$ cat src/rtl/clkctl_pkg.sv
package clkctl_pkg;

    localparam int unsigned WORD_W  = 32;
    localparam int unsigned LANES   = WORD_W / 8;
    localparam int unsigned TRIM_W  = 5;
    localparam int unsigned CALIB_W = 8;

    // bit positions of the register word
    localparam int unsigned B_RC16_EN  = 0;
    localparam int unsigned B_RC16_STB = 1;
    localparam int unsigned B_TRIM_LO  = 3;
    localparam int unsigned B_CALIB_LO = 8;
    localparam int unsigned B_HXT_EN   = 16;
    localparam int unsigned B_HXT_STB  = 17;
    localparam int unsigned B_HXT_BYP  = 18;
    localparam int unsigned B_HXT_MON  = 19;
    localparam int unsigned B_RC48_EN  = 20;
    localparam int unsigned B_RC48_STB = 21;
    localparam int unsigned B_LXT_MON  = 22;
    localparam int unsigned B_LXT_FAIL = 23;
    localparam int unsigned B_PLL_EN   = 24;
    localparam int unsigned B_PLL_STB  = 25;

    // lanes that carry writable fields
    localparam int unsigned LANE_LOW  = 0;
    localparam int unsigned LANE_OSC  = 2;
    localparam int unsigned LANE_PLL  = 3;

    typedef enum logic [1:0] {
        SRC_RC16 = 2'b00,
        SRC_HXT  = 2'b01,
        SRC_PLL  = 2'b10,
        SRC_RSVD = 2'b11
    } sysclk_src_e;

    typedef struct packed {
        logic              rc48_en;
        logic              hxt_mon;
        logic              hxt_byp;
        logic              hxt_en;
        logic [TRIM_W-1:0] trim;
        logic              rc16_en;
    } sw_fields_t;

    typedef struct packed {
        logic pll;
        logic rc48;
        logic hxt;
        logic rc16;
    } stb_flags_t;

endpackage

$ cat src/rtl/clkctl_bus_dec.sv
module clkctl_bus_dec
    import clkctl_pkg::*;
#(
    parameter int unsigned        ADDR_W     = 8,
    parameter logic [ADDR_W-1:0]  REG_OFFSET = '0
) (
    input  logic [ADDR_W-1:0] addr,
    input  logic              wr_en,
    input  logic [LANES-1:0]  wr_strb,
    output logic              hit,
    output logic [LANES-1:0]  lane_we
);

    localparam int unsigned IDX_LO = $clog2(LANES);

    logic [IDX_LO-1:0] unused_byte_sel;

    assign unused_byte_sel = addr[IDX_LO-1:0];
    assign hit = (addr[ADDR_W-1:IDX_LO] == REG_OFFSET[ADDR_W-1:IDX_LO]);

    for (genvar g = 0; g < LANES; g++) begin : g_lane
        assign lane_we[g] = wr_en & hit & wr_strb[g];
    end

endmodule

$ cat src/rtl/clkctl_pll_ctl.sv
module clkctl_pll_ctl
    import clkctl_pkg::*;
(
    input  logic       clk,
    input  logic       rst_n,
    input  logic       wr_lane,
    input  logic       wr_bit,
    input  logic [1:0] sysclk_sel,
    input  logic       deep_sleep,
    input  logic       standby,
    output logic       pll_en
);

    typedef struct packed {
        logic en;
    } pll_state_t;

    pll_state_t state_d;
    pll_state_t state_q;
    logic       pll_in_use;
    logic       lp_entry;

    always_comb begin
        pll_in_use = (sysclk_src_e'(sysclk_sel) == SRC_PLL);
        lp_entry   = deep_sleep | standby;
        state_d    = state_q;
        if (lp_entry) begin
            state_d.en = 1'b0;
        end else if (wr_lane) begin
            state_d.en = wr_bit | (state_q.en & pll_in_use);
        end
    end

    always_ff @(posedge clk or negedge rst_n) begin
        if (!rst_n) begin
            state_q <= '0;
        end else begin
            state_q <= state_d;
        end
    end

    assign pll_en = state_q.en;

    p_pll_hold_r6: assert property (@(posedge clk) disable iff (!rst_n)
        (pll_en && sysclk_sel == 2'b10 && !deep_sleep && !standby) |=> pll_en);

    p_lp_clear_r7: assert property (@(posedge clk) disable iff (!rst_n)
        (deep_sleep || standby) |=> !pll_en);

endmodule

$ cat src/rtl/clkctl_lxt_mon.sv
module clkctl_lxt_mon (
    input  logic clk,
    input  logic rst_n,
    input  logic wr_lane,
    input  logic wr_bit,
    input  logic lxt_on,
    input  logic fail_det,
    input  logic healthy,
    output logic mon_en,
    output logic fail_flag
);

    typedef struct packed {
        logic mon;
        logic fail;
    } mon_state_t;

    mon_state_t state_d;
    mon_state_t state_q;
    logic       fail_clear;

    always_comb begin
        state_d    = state_q;
        fail_clear = ~state_q.mon | ~lxt_on | healthy;
        if (wr_lane) begin
            // a set only takes effect while the crystal is on
            state_d.mon = wr_bit & (state_q.mon | lxt_on);
        end
        if (fail_clear) begin
            state_d.fail = 1'b0;
        end else if (fail_det) begin
            state_d.fail = 1'b1;
        end
    end

    always_ff @(posedge clk or negedge rst_n) begin
        if (!rst_n) begin
            state_q <= '0;
        end else begin
            state_q <= state_d;
        end
    end

    assign mon_en    = state_q.mon;
    assign fail_flag = state_q.fail;

    p_fail_set_r8: assert property (@(posedge clk) disable iff (!rst_n)
        (mon_en && lxt_on && !healthy && fail_det) |=> fail_flag);

    p_fail_clear_r9: assert property (@(posedge clk) disable iff (!rst_n)
        (!mon_en || !lxt_on || healthy) |=> !fail_flag);

    p_mon_blocked_r10: assert property (@(posedge clk) disable iff (!rst_n)
        (!lxt_on && !mon_en) |=> !mon_en);

endmodule

$ cat src/rtl/clkctl_reg.sv
module clkctl_reg
    import clkctl_pkg::*;
#(
    parameter int unsigned        ADDR_W     = 8,
    parameter logic [ADDR_W-1:0]  REG_OFFSET = '0,
    parameter logic [4:0]         TRIM_RST   = 5'b10000
) (
    input  logic              clk,
    input  logic              rst_n,
    input  logic [ADDR_W-1:0] bus_addr,
    input  logic              bus_wr_en,
    input  logic [3:0]        bus_wr_strb,
    input  logic [31:0]       bus_wr_data,
    output logic [31:0]       bus_rd_data,
    input  logic              pll_stable_i,
    input  logic              hxt_stable_i,
    input  logic              rc48_stable_i,
    input  logic              rc16_stable_i,
    input  logic              lxt_fail_i,
    input  logic              lxt_healthy_i,
    input  logic              lxt_on_i,
    input  logic [1:0]        sysclk_sel_i,
    input  logic              deep_sleep_i,
    input  logic              standby_i,
    input  logic [7:0]        rc16_calib_i,
    output logic              pll_en_o,
    output logic              lxt_mon_en_o,
    output logic              rc48_en_o,
    output logic              hxt_mon_en_o,
    output logic              hxt_bypass_o,
    output logic              hxt_en_o,
    output logic [4:0]        rc16_trim_o,
    output logic              rc16_en_o
);

    typedef struct packed {
        sw_fields_t sw;
        stb_flags_t stb;
    } core_state_t;

    localparam core_state_t CORE_RST = '{
        sw:  '{rc48_en: 1'b0, hxt_mon: 1'b0, hxt_byp: 1'b0, hxt_en: 1'b0,
               trim: TRIM_RST, rc16_en: 1'b1},
        stb: '{pll: 1'b0, rc48: 1'b0, hxt: 1'b0, rc16: 1'b1}
    };

    core_state_t      core_d;
    core_state_t      core_q;
    logic             hit;
    logic [LANES-1:0] lane_we;
    logic             pll_en;
    logic             lxt_mon;
    logic             lxt_fail;
    logic [31:0]      word;
    logic             unused_wdata;

    clkctl_bus_dec #(
        .ADDR_W     (ADDR_W),
        .REG_OFFSET (REG_OFFSET)
    ) i_dec (
        .addr    (bus_addr),
        .wr_en   (bus_wr_en),
        .wr_strb (bus_wr_strb),
        .hit     (hit),
        .lane_we (lane_we)
    );

    clkctl_pll_ctl i_pll (
        .clk        (clk),
        .rst_n      (rst_n),
        .wr_lane    (lane_we[LANE_PLL]),
        .wr_bit     (bus_wr_data[B_PLL_EN]),
        .sysclk_sel (sysclk_sel_i),
        .deep_sleep (deep_sleep_i),
        .standby    (standby_i),
        .pll_en     (pll_en)
    );

    clkctl_lxt_mon i_lxt (
        .clk       (clk),
        .rst_n     (rst_n),
        .wr_lane   (lane_we[LANE_OSC]),
        .wr_bit    (bus_wr_data[B_LXT_MON]),
        .lxt_on    (lxt_on_i),
        .fail_det  (lxt_fail_i),
        .healthy   (lxt_healthy_i),
        .mon_en    (lxt_mon),
        .fail_flag (lxt_fail)
    );

    always_comb begin
        core_d          = core_q;
        core_d.stb.pll  = pll_stable_i;
        core_d.stb.rc48 = rc48_stable_i;
        core_d.stb.hxt  = hxt_stable_i;
        core_d.stb.rc16 = rc16_stable_i;
        if (lane_we[LANE_LOW]) begin
            core_d.sw.rc16_en = bus_wr_data[B_RC16_EN];
            core_d.sw.trim    = bus_wr_data[B_TRIM_LO +: TRIM_W];
        end
        if (lane_we[LANE_OSC]) begin
            core_d.sw.hxt_en  = bus_wr_data[B_HXT_EN];
            core_d.sw.hxt_byp = bus_wr_data[B_HXT_BYP];
            core_d.sw.hxt_mon = bus_wr_data[B_HXT_MON];
            core_d.sw.rc48_en = bus_wr_data[B_RC48_EN];
        end
    end

    always_ff @(posedge clk or negedge rst_n) begin
        if (!rst_n) begin
            core_q <= CORE_RST;
        end else begin
            core_q <= core_d;
        end
    end

    always_comb begin
        word = '0;
        word[B_RC16_EN]                = core_q.sw.rc16_en;
        word[B_RC16_STB]               = core_q.stb.rc16;
        word[B_TRIM_LO +: TRIM_W]      = core_q.sw.trim;
        word[B_CALIB_LO +: CALIB_W]    = rc16_calib_i;
        word[B_HXT_EN]                 = core_q.sw.hxt_en;
        word[B_HXT_STB]                = core_q.stb.hxt;
        word[B_HXT_BYP]                = core_q.sw.hxt_byp;
        word[B_HXT_MON]                = core_q.sw.hxt_mon;
        word[B_RC48_EN]                = core_q.sw.rc48_en;
        word[B_RC48_STB]               = core_q.stb.rc48;
        word[B_LXT_MON]                = lxt_mon;
        word[B_LXT_FAIL]               = lxt_fail;
        word[B_PLL_EN]                 = pll_en;
        word[B_PLL_STB]                = core_q.stb.pll;
        bus_rd_data = hit ? word : '0;
    end

    assign unused_wdata = ^{bus_wr_data[31:25], bus_wr_data[23], bus_wr_data[21],
                            bus_wr_data[17], bus_wr_data[15:8], bus_wr_data[2:1]};

    assign pll_en_o     = pll_en;
    assign lxt_mon_en_o = lxt_mon;
    assign rc48_en_o    = core_q.sw.rc48_en;
    assign hxt_mon_en_o = core_q.sw.hxt_mon;
    assign hxt_bypass_o = core_q.sw.hxt_byp;
    assign hxt_en_o     = core_q.sw.hxt_en;
    assign rc16_trim_o  = core_q.sw.trim;
    assign rc16_en_o    = core_q.sw.rc16_en;

    p_stable_track_r5: assert property (@(posedge clk) disable iff (!rst_n)
        $past(rst_n) |-> (core_q.stb.pll == $past(pll_stable_i)
                          && core_q.stb.hxt == $past(hxt_stable_i)));

    p_lane_hold_r3: assert property (@(posedge clk) disable iff (!rst_n)
        !lane_we[LANE_LOW] |=> $stable(core_q.sw.trim));

    p_miss_hold_r11: assert property (@(posedge clk) disable iff (!rst_n)
        !hit |=> ($stable(core_q.sw) && $stable(pll_en) == 1'b1) || deep_sleep_i || standby_i
              || $past(deep_sleep_i) || $past(standby_i));

endmodule

$ cat config.mk
export PLATFORM = sky130hd
export DESIGN_NAME = clkctl_reg
export DESIGN_NICKNAME = d
export VERILOG_FILES = /design/src/rtl/clkctl_pkg.sv /design/src/rtl/clkctl_bus_dec.sv /design/src/rtl/clkctl_pll_ctl.sv /design/src/rtl/clkctl_lxt_mon.sv /design/src/rtl/clkctl_reg.sv
export SDC_FILE = /design/constraint.sdc
export NUM_CORES = 1
export LEC_CHECK = 0
export BUFFER_PORTS_ARGS = -buffer_cell sky130_fd_sc_hd__buf_2
export CAP_MARGIN = 20
export CORE_MARGIN = 10
export CORE_UTILIZATION = 36
export DETAILED_ROUTE_END_ITERATION = 8
export GPL_TIMING_DRIVEN = 0
export PLACE_DENSITY = 0.85
export SETUP_SLACK_MARGIN = 0.02
export SLEW_MARGIN = 10
export SYNTH_ARGS = -nofsm -noshare
export SYNTH_HDL_FRONTEND = slang
export SYNTH_SLANG_ARGS = --single-unit
$ cat constraint.sdc
create_clock -name clk -period 3.25 [get_ports clk]
set_clock_uncertainty 0.2 [all_clocks]
set_input_delay 0.65 -clock clk [delete_from_list [all_inputs] [get_ports clk]]
set_output_delay 0.65 -clock clk [all_outputs]
set_load 0.01 [all_outputs]
# Word-level counts from Yosys, hierarchy flattened
# Index checks and enable logic that the tools add are counted.
# word_totals
register_bits,17
input_bits,66
word_cells,35
# op_classes
eq_ne,1
n_mux,5
bitwise,13
reduce_logical,3
# op_table
cell,n
$mux W26,1
$and A1 B1 Y1,6
$logic_not A6 Y1,1
$or A1 B1 Y1,5
$mux W1,4
$reduce_bool A2 Y1,2
$eq A2 B2 Y1 const B,1
$not A1 Y1,2

# Longest topological paths before layout
# logic_depth
word_depth,5
ltp_mapped,4
mapped_depth_nobuf,3

# Hierarchy
# A second synthesis with hierarchy kept.
# unflattened
cells_unflattened,84
area_unflattened_um2,955.9
# modules_own_cells
mod,n_inst,cells_each,area_each_um2
clkctl_reg,1,65,760.7
clkctl_lxt_mon,1,8,81.3
clkctl_bus_dec,1,7,58.8
clkctl_pll_ctl,1,4,55.1

# Worst setup path before layout
# OpenSTA, ideal clock, no wires.
# synth_timing
kind,input to output
startpoint,input port bus_addr[5]
endpoint,output port bus_rd_data[10]
t_arrival_ns,1.512
t_required_ns,2.400
path_slack_ns,0.888
path_stages,4
n_path_buf,2
path_cell_list,nor4_4 > buf_6 > clkbuf_1 > and3_1
# synth_via
elab_chain_len,2
# synth_lines
element,line_no,rtl
start: declaration,clkctl_reg.sv:10,"input logic [ADDR_W-1:0] bus_addr,"
$logic_not A6 Y1,clkctl_bus_dec.sv:19,assign hit = (addr[ADDR_W-1:IDX_LO] == REG_OFFSET[ADDR_W-1:IDX_LO]);
$mux W26,clkctl_reg.sv:133,bus_rd_data = hit ? word : '0;
end: declaration,clkctl_reg.sv:14,"output logic [31:0] bus_rd_data,"
# No other way between the ends.

# Worst setup path in the final report
# layout_timing
startpoint,input port bus_addr[5]
endpoint,output port bus_rd_data[20]
# The elaborated chain is that of the path after synthesis.

==> flow_metrics.tcl <==
set metrics [dict create \
    post-route-period-util_pct 86.5 \
    maxCapViolCount 0 \
    async_flop_share_pct 100 \
    numCtsBuffers 3 \
    grt_pass1_wl_mm 5.22 \
    layout_setup_ws_ns 0.437 \
    io_buffers 79 \
    cts.repair.resized 0 \
    synth_area_per_cell_sq_um 11.0 \
    use_met2_pct 21.6 \
    syn2layout_area_growth_pct 50.3 \
    timing_hold_violations_final 0 \
    power_density_mw_per_mm2 307 \
    first_iter_violations 40 \
    crit_path_cell_trace "buf_2, nor4_4, buf_6, clkbuf_1, and3_1, buf_2" \
    holdWs_ns 0.0516 \
    wl_mm 3.33 \
    global_route.usage.met1_pct 12.1 \
    max_stage_delay_ns 0.34 \
    timing.fmax_mhz 356 \
    insertion_delay_ns 0.29 \
    antenna_found_initial 0 \
    diodes 0 \
    synth.top_cell.area_share_pct 36.6 \
    die_h_microns 71.6 \
    vias 994 \
    cts.path.max_buffers 2 \
    synth_edf_count 0 \
    netlist_top_cells_count "and3_1 (25), dfrtp_1 (14), buf_4 (12)" \
    dieArea_sq_mm 0.00513 \
    min_path_type "in2async" \
    intPower_uw 325 \
    path_class "in2out" \
    p_total_uw 442 \
    final_area_sq_mm 0.00144 \
    yosysSeqAreaShare_pct 44.8 \
    place_congestion 0.737 \
    grt_pass1_vias 1124 \
    clockRootBuffer "clkbuf_4" \
    crit_path_end_kind "primary output" \
    ys_top_cells_by_area "dfrtp_1 (37%), and3_1 (16%), mux2_2 (12%)" \
    postRouteAntennaNets 0 \
    leakagePower_nw 0.951 \
    outcome "finished, final reports clean" \
    detail_route.wl_per_cell_microns 16.2 \
    drv_slew 0 \
    first_pass_iters 4 \
    grt_max_degree 18 \
    path_buf_inv 4 \
    postSynthCellCount 87 \
    cts_setup_buffers 0 \
    p_comb_share_pct 21.1 \
    p_sw_uw 117 \
    grt.busiest_layer "met2" \
    yosysWarnings 0 \
    grt_usage_pct 12.4 \
    path_clk_slew_ns 0.09 \
    rsz0062_at_grt "no" \
    place_ws_ns 0.479 \
    coreArea_sq_mm 0.00250 \
    layout_min_cycle_time_ns 2.81 \
    rows 18 \
    cts_tree "yes" \
    syn-cell-area_sq_um 958 \
    seq_power_share_pct 53.4 \
    final_nets 243 \
    route.detailed.drc 0 \
    die_x_microns 71.6 \
    cpMaxStageDelayCell "nor4_4" \
    ctsHoldBuffers 0 \
    routed_via_density 4.83 \
    worstPathRequired_ns 2.40 \
    critical_path.max_fanout 10 \
    num_io_pins 110 \
    crit_family "buffers and inverters" \
    final_util_pct 57.6 \
    setup_violations 0 \
    gr-total-overflow 0 \
    startpoint_type "input port" \
    synth-seq-cells 17 \
    fin_setup_tns_ns 0 \
    clock-sinks 17 \
    ir_worst_vdd_uv 277 \
    layout.cells.non_filler 206 \
    yosysTopAreaCell "dfrtp_1" \
    postPlaceCellArea_sq_mm 0.00141 \
    h-tree-depth 1 \
    dp_cells 202 \
    yosysMostFrequentCell "and3_1" \
    critical_path_arrival_ns 1.96 \
    initial_core_util_pct 38.3 \
    grtUsageMet3_pct 7.02 \
    switching_share_pct 26.5 \
    drive_gt1_share_pct 64.8 \
    synthDistinctLibCells 22 \
    synth-main-ff-cell "dfrtp_1" \
    crit_path_frequent_cell "buf_2" \
    clkPwrFrac_pct 25.5 \
]
area by class of cell:
class | count | area (sq um)
clock buffer | 4 | 26.3
tap | 30 | 37.5
fill | 220 | 1060
timing repair buffer | 79 | 395
inverter | 1 | 3.75
multi-input combinational | 56 | 422
buffer | 19 | 126
sequential | 17 | 429
power groups by stage:
stage	Sequential (mW)	Clock [mW]	Combinational, mW
3_3_place_gp	0.238	0	0.0898
6_report	0.236	0.113	0.0932
5_1_grt	0.238	0.125	0.103
4_1_cts	0.236	0.116	0.0941
3_5_place_dp	0.240	0	0.0938
2_1_floorplan	0.241	0	0.0418
layer usage:
layer	vias to the layer above	share of wire [%]
met1	458	35
met2	58	50
met3	9	13
met4	0	2.0
li1	469	-
met5	-	0
kinds of logic (layout without fill, tap and decap cells):
kind of cell / count (synthesis) / in the layout / share of synthesized area, %
AO/OA/AOI/OAI: 5 / 5 / 5.74
buffers and inverters: 20 / 103 / 13.6
flip-flops: 17 / 17 / 44.8
multiplexers: 10 / 10 / 11.7
other: 1 / 7 / 0.391
AND/OR/NAND/NOR: 34 / 34 / 23.8
worst paths after layout:
check                               from              end  slack [ns]  depth (start not counted)
setup reg to reg            i_pll.pll_en     i_pll.pll_en        2.03                          2
max in group asynchronous          rst_n        core_q[0]        2.49                          1
setup / recovery             bus_addr[5]  bus_rd_data[20]        0.44                          6
hold reg to reg             i_lxt.mon_en  i_lxt.fail_flag        0.34                          2
hold / removal                     rst_n   rc16_trim_o[0]        0.05                          1
min in group clk           rc16_stable_i        core_q[0]        0.24                          1
state kept, by name, summed over array words and instances, names as in the netlist:
| register | count |
|---|---|
| hxt_mon_en_o | 1 |
| hxt_en_o | 1 |
| i_lxt.mon_en | 1 |
| rc16_trim_o | 5 |
| core_q | 4 |
| hxt_bypass_o | 1 |
| rc48_en_o | 1 |
| i_lxt.fail_flag | 1 |
| i_pll.pll_en | 1 |
| rc16_en_o | 1 |
placed cells by master (no fill, tap or decap), drive strengths merged:
cell,n
inv,1
nand3,1
and3,25
mux2,10
nand2,1
nor2,2
a2111oi,1
dfrtp,14
conb,7
clkbuf,8
and4,2
nor4,1
nor3,1
dfstp,3
a41oi,1
a41o,1
buf,94
o21a,1
and2,1
a31oi,1
No activity file was read; power rests on OpenSTA's default activity.
